## src/rtl/evt_pkg.sv

```systemverilog
package evt_pkg;
  typedef enum logic [2:0] {K_NONE, K_CAP, K_CFG, K_STS, K_CNT, K_TMR} reg_kind_e;

  // place write data into the addressed lane, keep the other half
  function automatic logic [63:0] lane_merge(input logic [63:0] old, input logic [63:0] wd,
                                             input logic upper, input logic wide);
    if (upper)     return {wd[31:0], old[31:0]};
    else if (wide) return wd;
    else           return {old[63:32], wd[31:0]};
  endfunction

  function automatic logic [63:0] lane_read(input logic [63:0] v, input logic upper,
                                            input logic wide);
    if (upper)     return {32'b0, v[63:32]};
    else if (wide) return v;
    else           return {32'b0, v[31:0]};
  endfunction
endpackage

```

## src/rtl/evt_addr_dec.sv

```systemverilog
module evt_addr_dec
  import evt_pkg::*;
#(
  parameter int NT = 3,
  parameter int AW = 10
) (
  input  logic [AW-1:0] addr,
  output reg_kind_e     kind,
  output logic [NT-1:0] sel,
  output logic [1:0]    sub,
  output logic          upper
);
  localparam int IW = AW - 5;

  logic [AW-1:0] a;
  logic [IW-1:0] idx;

  always_comb begin
    a     = {addr[AW-1:3], 3'b000};
    upper = addr[2];
    idx   = a[AW-1:5] - IW'(8);
    sub   = a[4:3];
    kind  = K_NONE;
    if (a[AW-1:8] == '0) begin
      case (a[7:0])
        8'h00:   kind = K_CAP;
        8'h10:   kind = K_CFG;
        8'h20:   kind = K_STS;
        8'hF0:   kind = K_CNT;
        default: kind = K_NONE;
      endcase
    end else if ((int'(idx) < NT) && (sub != 2'd3)) begin
      kind = K_TMR;
    end
    for (int i = 0; i < NT; i++)
      sel[i] = (kind == K_TMR) && (idx == IW'(i));
  end

  always_comb begin
    assert_sel_onehot_R9: assert ($onehot0(sel));
  end
endmodule

```

## src/rtl/evt_main_ctr.sv

```systemverilog
module evt_main_ctr
  import evt_pkg::*;
#(
  parameter int W = 64
) (
  input  logic         clk,
  input  logic         rst,
  input  logic         en,
  input  logic         tick,
  input  logic         wr,
  input  logic [63:0]  wdata,
  input  logic         upper,
  input  logic         wide,
  output logic [W-1:0] cnt
);
  always_ff @(posedge clk) begin
    if (rst)            cnt <= '0;
    else if (wr)        cnt <= W'(lane_merge(64'(cnt), wdata, upper, wide));
    else if (en && tick) cnt <= cnt + W'(1);
  end

  assert_halt_hold_R6: assert property (@(posedge clk) disable iff (rst)
    (!en && !wr) |=> $stable(cnt));
  assert_step_R6: assert property (@(posedge clk) disable iff (rst)
    (en && tick && !wr) |=> (cnt == $past(cnt) + W'(1)));
endmodule

```

## src/rtl/evt_int_status.sv

```systemverilog
module evt_int_status #(
  parameter int NT = 3
) (
  input  logic          clk,
  input  logic          rst,
  input  logic [NT-1:0] set,
  input  logic          wr,
  input  logic [NT-1:0] wmask,
  output logic [NT-1:0] q,
  output logic [NT-1:0] clr
);
  logic [NT-1:0] kill;

  assign kill = wr ? (wmask & q & ~set) : '0;

  always_ff @(posedge clk) begin
    if (rst) begin
      q   <= '0;
      clr <= '0;
    end else begin
      q   <= (q & ~kill) | set;
      clr <= kill;
    end
  end

  assert_w1c_R5: assert property (@(posedge clk) disable iff (rst)
    (|kill) |=> ((q & $past(kill)) == '0));
  assert_set_wins_R5: assert property (@(posedge clk) disable iff (rst)
    (|set) |=> ((q & $past(set)) == $past(set)));
endmodule

```

## src/rtl/evt_glob_regs.sv

```systemverilog
module evt_glob_regs
  import evt_pkg::*;
#(
  parameter int NT      = 3,
  parameter int AW      = 10,
  parameter int TICK_FS = 10000000,
  parameter int REV     = 1
) (
  input  logic          clk,
  input  logic          rst,
  input  logic          tick_en,
  input  logic          bus_rd,
  input  logic          bus_wr,
  input  logic [AW-1:0] bus_addr,
  input  logic          bus_size64,
  input  logic [63:0]   bus_wdata,
  output logic [63:0]   bus_rdata,
  output logic [NT-1:0] tmr_sel,
  output logic [1:0]    tmr_reg,
  output logic          tmr_upper,
  input  logic [63:0]   tmr_rdata,
  input  logic [NT-1:0] sts_set,
  output logic [NT-1:0] sts_clr,
  output logic          glob_en,
  output logic          legacy_route,
  output logic          en_edge
);
  localparam logic [63:0] CAP_WORD = {32'(TICK_FS), 16'h0000, 1'b1, 1'b0, 1'b1,
                                      5'(NT - 1), 8'(REV)};

  reg_kind_e     kind;
  logic [NT-1:0] sel;
  logic [1:0]    sub;
  logic          upper;
  logic [1:0]    cfg_q;
  logic [1:0]    cfg_nx;
  logic [63:0]   cnt;
  logic [NT-1:0] sts_q;
  logic [63:0]   wmask64;

  evt_addr_dec #(.NT(NT), .AW(AW)) u_dec (
    .addr(bus_addr), .kind(kind), .sel(sel), .sub(sub), .upper(upper)
  );

  assign tmr_sel   = (bus_rd || bus_wr) ? sel : '0;
  assign tmr_reg   = sub;
  assign tmr_upper = upper;

  evt_main_ctr #(.W(64)) u_ctr (
    .clk(clk), .rst(rst), .en(cfg_q[0]), .tick(tick_en),
    .wr(bus_wr && (kind == K_CNT)), .wdata(bus_wdata), .upper(upper),
    .wide(bus_size64), .cnt(cnt)
  );

  assign wmask64 = lane_merge(64'b0, bus_wdata, upper, bus_size64);

  evt_int_status #(.NT(NT)) u_sts (
    .clk(clk), .rst(rst), .set(sts_set), .wr(bus_wr && (kind == K_STS)),
    .wmask(wmask64[NT-1:0]), .q(sts_q), .clr(sts_clr)
  );

  assign cfg_nx = lane_merge({62'b0, cfg_q}, bus_wdata, upper, bus_size64)[1:0];

  always_ff @(posedge clk) begin
    if (rst) begin
      cfg_q   <= 2'b00;
      en_edge <= 1'b0;
    end else if (bus_wr && (kind == K_CFG)) begin
      cfg_q   <= cfg_nx;
      en_edge <= cfg_nx[0] ^ cfg_q[0];
    end else begin
      en_edge <= 1'b0;
    end
  end

  assign glob_en      = cfg_q[0];
  assign legacy_route = cfg_q[1];

  always_ff @(posedge clk) begin
    if (rst) bus_rdata <= '0;
    else if (bus_rd) begin
      case (kind)
        K_CAP:   bus_rdata <= lane_read(CAP_WORD, upper, bus_size64);
        K_CFG:   bus_rdata <= lane_read({62'b0, cfg_q}, upper, bus_size64);
        K_STS:   bus_rdata <= lane_read(64'(sts_q), upper, bus_size64);
        K_CNT:   bus_rdata <= lane_read(cnt, upper, bus_size64);
        K_TMR:   bus_rdata <= lane_read(tmr_rdata, upper, bus_size64);
        default: bus_rdata <= '0;
      endcase
    end
  end

  assert_edge_R8: assert property (@(posedge clk) disable iff (rst)
    en_edge |-> (glob_en != $past(glob_en)));
  assert_no_edge_R8: assert property (@(posedge clk) disable iff (rst)
    (!en_edge) |-> (glob_en == $past(glob_en)));
  assert_hole_zero_R10: assert property (@(posedge clk) disable iff (rst)
    (bus_rd && (kind == K_NONE)) |=> (bus_rdata == '0));
  assert_rd_hold_R11: assert property (@(posedge clk) disable iff (rst)
    (!bus_rd) |=> $stable(bus_rdata));
endmodule

```

## config.mk

```make
export PLATFORM = sky130hd
export DESIGN_NAME = evt_glob_regs
export DESIGN_NICKNAME = d
export VERILOG_FILES = /design/src/rtl/evt_pkg.sv /design/src/rtl/evt_addr_dec.sv /design/src/rtl/evt_main_ctr.sv /design/src/rtl/evt_int_status.sv /design/src/rtl/evt_glob_regs.sv
export SDC_FILE = /design/constraint.sdc
export NUM_CORES = 1
export LEC_CHECK = 0
export BUFFER_PORTS_ARGS = -buffer_cell sky130_fd_sc_hd__buf_2
export CORE_ASPECT_RATIO = 0.75
export CORE_MARGIN = 3
export CORE_UTILIZATION = 40
export DETAILED_ROUTE_END_ITERATION = 10
export GPL_ROUTABILITY_DRIVEN = 1
export GPL_TIMING_DRIVEN = 0
export PLACE_DENSITY = 0.66
export SYNTH_ARGS = -nofsm -noshare
export SYNTH_HDL_FRONTEND = slang
export SYNTH_SLANG_ARGS = --single-unit
```

## constraint.sdc

```tcl
create_clock -name clk -period 5.9 [get_ports clk]
set_input_delay 1.18 -clock clk [delete_from_list [all_inputs] [get_ports clk]]
set_output_delay 1.18 -clock clk [all_outputs]
set_load 0.1 [all_outputs]
```

==> impl_metrics.py <==
metrics = {
    "timing": {
        "fmax_mhz": 223,
        "min_period_over_period_pct": 76.2,
        "maxSlewHeadroom_pct": 32.6,
        "setup_tns_ns": 0,
        "rsz0062_at_grt": "false",
        "hold_viol_final": 0,
        "slew_violations": 0,
        "fin_crit_ns": 4.49,
        "finalSetupViolations": 0,
        "skew_ns": 0.0102,
        "tightest_slew_ns": 1.01,
    },
    "placed_design": {
        "globalplace.congestion": 1.02,
        "hpwl_mm": 31.5,
        "placedCellCount": 1586,
        "portBuffers": 220,
        "dpl_cell_area_um2": 9900,
    },
    "routing": {
        "firstDrtPassIters": 6,
        "ant_nets": 0,
        "drc": 0,
        "wl_per_cell_um": 25.1,
        "drtIter0Drc": 1587,
        "num_vias": 10054,
        "vias_per_cell": 6.21,
        "wirelength_mm": 40.5,
    },
    "cts": {
        "cts_resized": 0,
        "cts_sinks": 137,
        "post-cts-setup-buffer-count": 0,
        "cts_tree": "built",
        "cts.clk_slew.worst_paths_ns": 0.07,
        "cts-buffers-inserted": 17,
        "hold_buffers": 0,
        "h-tree-depth": 4,
        "cts_buffer_depth": 2,
        "clock_latency_ns": 0.44,
        "clockRootBuffer": "clkbuf_16",
    },
    "logic_synthesis": {
        "yosysUniqueCellTypes": 69,
        "yosys_warnings": 0,
        "synth-seq-area-share_pct": 32.5,
        "syn_area_per_cell_um2": 7.79,
        "async_flop_share_pct": 0,
        "syn-num-nets": 1235,
        "synth-seq-cells": 137,
        "syn_inst": 1084,
        "synth_edf_count": 0,
        "ys.flop_type": "dfxtp_1",
        "synth_area_um2": 8440,
    },
    "cells_and_area": {
        "fin_area_um2": 10500,
        "area_growth_syn_to_layout_pct": 24.2,
        "nets": 1474,
        "stdcell_count": 1618,
        "layout-drive-gt1-share_pct": 23.4,
        "n_antenna_cell": 0,
        "nFillCells": 2141,
        "multi_input_area_um2": 5210,
        "seqCellArea_um2": 2740,
    },
    "setup_path": {
        "cp.arrival_ns": 3.31,
        "critPathLaunchType": "primary input",
        "critPathCaptureType": "primary output",
        "worstSetupPathType": "primary input to primary output",
        "path_max_fanout": 6,
        "worstPathRequired_ns": 4.72,
    },
    "hold_path": {
        "worst_hold_path_type": "flip-flop to flip-flop",
    },
    "power_and_ir_drop": {
        "total_power_mw": 2.36,
        "leakagePower_nw": 4.18,
        "vdd_drop_max_mv": 0.116,
        "powerDensity_nw_per_um2": 225,
    },
    "floorplan": {
        "pin_count": 223,
        "die_w_um": 174,
        "fp.dieH_um": 132,
        "rows": 45,
        "coreArea_um2": 20500,
        "initial_core_util_pct": 41.2,
        "die_area_um2": 22900,
    },
    "grt": {
        "grt_max_degree": 17,
        "grt_usage_pct": 33.7,
        "grt_pass1_wl_mm": 58.5,
        "grt.overflow.total": 0,
        "grt_pass1_vias": 9194,
        "antenna_found_initial": 0,
    },
    "flow_run": {
        "maxCapViolCount": 0,
    },
    "status": {
        "outcome": "finished, final reports clean",
    },
}
synth_stat cells (11+ instances only):
cell type / number / area, um2
or4_1: 11 / 82.6
inv_1: 12 / 45.0
or3_1: 11 / 68.8
o211ai_1: 15 / 113
o21ai_0: 59 / 295
buf_2: 35 / 175
nor3_1: 32 / 160
a22o_1: 11 / 96.3
nand4_1: 30 / 188
nor2_1: 94 / 353
and3_1: 15 / 93.8
a22oi_1: 32 / 240
clkbuf_1: 53 / 199
nand2_1: 92 / 345
a221oi_1: 18 / 158
mux2i_1: 78 / 781
nand3_1: 43 / 215
a211oi_1: 11 / 82.6
a21oi_1: 91 / 455
nor2b_1: 29 / 181
o22ai_1: 30 / 188
a31oi_1: 20 / 125
dfxtp_1: 137 / 2740
cell type report:
cell class | count | area share, %
clock inverters | 15 | 1.54
flip-flops and latches | 137 | 26.2
clock buffers | 17 | 4.06
repair buffers | 220 | 10.5
well taps | 282 | 3.37
inverters | 12 | 0.430
plain buffers | 100 | 4.27
multi-input cells | 835 | 49.7
routing by layer:
| layer | GRT usage (%) | vias to the layer above | wire length (um) |
|---|---|---|---|
| met2 | 50.3 | 680 | 17100 |
| met3 | 8.15 | 67 | 4840 |
| met1 | 48.4 | 4766 | 17600 |
| li1 | - | 4541 | - |
| met4 | 9.42 | 0 | 981 |
| met5 | 0 | - | 0 |
worst max-delay path, stage by stage:
cell      delay [ns]
buf_2           0.14
inv_1           0.05
ha_1            0.25
nand2b_1        0.19
a221o_1         0.40
or3_1           0.44
nor3b_1         0.20
buf_2           0.45
report_power, final:
| part | internal (mW) | total (mW) | switching, mW |
|---|---|---|---|
| sequential | 0.941 | 0.959 | 0.0177 |
| combinational | 0.106 | 0.300 | 0.194 |
| clock | 0.601 | 1.10 | 0.499 |
| total | 1.65 | 2.36 | 0.710 |
layout by cell type, fill, tap and decap left out, types with 6 or more instances in the layout:
master	synthesis	final
a211oi_1	11	11
a21o_1	6	6
a21oi_1	91	91
a221oi_1	18	18
a22o_1	11	11
a22oi_1	32	32
a31oi_1	20	20
and2_1	8	8
and3_1	15	15
buf_2	35	255
clkbuf_1	53	53
clkbuf_16	0	17
dfxtp_1	137	137
inv_1	12	12
mux2i_1	78	78
nand2_1	92	92
nand2b_1	9	9
nand3_1	43	43
nand4_1	30	30
nor2_1	94	94
nor2b_1	29	29
nor3_1	32	32
nor4_1	10	10
o211ai_1	15	15
o21ai_0	59	59
o22ai_1	30	30
or3_1	11	11
or4_1	11	11
xnor2_1	8	8
metrics by stage:
step	setup slack [ns]	hold slack, ns	util (%)
CTS	1.42	0.454	51.2
global placement	1.44	0.434	48.3
finish	1.41	0.451	51.2
global route	1.26	0.474	51.2
detailed placement	1.43	0.437	48.3
floorplan	0.183	0.451	-
logic make-up after synthesis:
| family | count (synthesis) | share of synthesized area [%] |
|---|---|---|
| adder cells (fa/ha/maj) | 4 | 0.593 |
| buffers and inverters | 112 | 5.84 |
| flip-flops | 137 | 32.5 |
| AND/OR/NAND/NOR | 421 | 26.4 |
| multiplexers | 80 | 9.51 |
| AO/OA/AOI/OAI | 317 | 23.9 |
| XOR/XNOR | 13 | 1.35 |
sequential cells by signal (all words and copies together), names as in the netlist:
name	cells
u_sts.q	3
bus_rdata	64
cfg_q	2
en_edge	1
u_sts.clr	3
u_ctr.cnt	64
worst paths after layout:
path	startpoint	endpoint	slack, ns	cells past startpoint
max	bus_addr[8]	tmr_sel[2]	1.41	8
min	bus_rdata[39]$_SDFFE_PP0P_	bus_rdata[39]$_SDFFE_PP0P_	0.45	2
max reg2reg	u_ctr.cnt[38]$_SDFFE_PP0P_	u_ctr.cnt[46]$_SDFFE_PP0P_	2.93	7
min reg2reg	bus_rdata[39]$_SDFFE_PP0P_	bus_rdata[39]$_SDFFE_PP0P_	0.45	2
No activity file was read; power rests on OpenSTA's default activity.
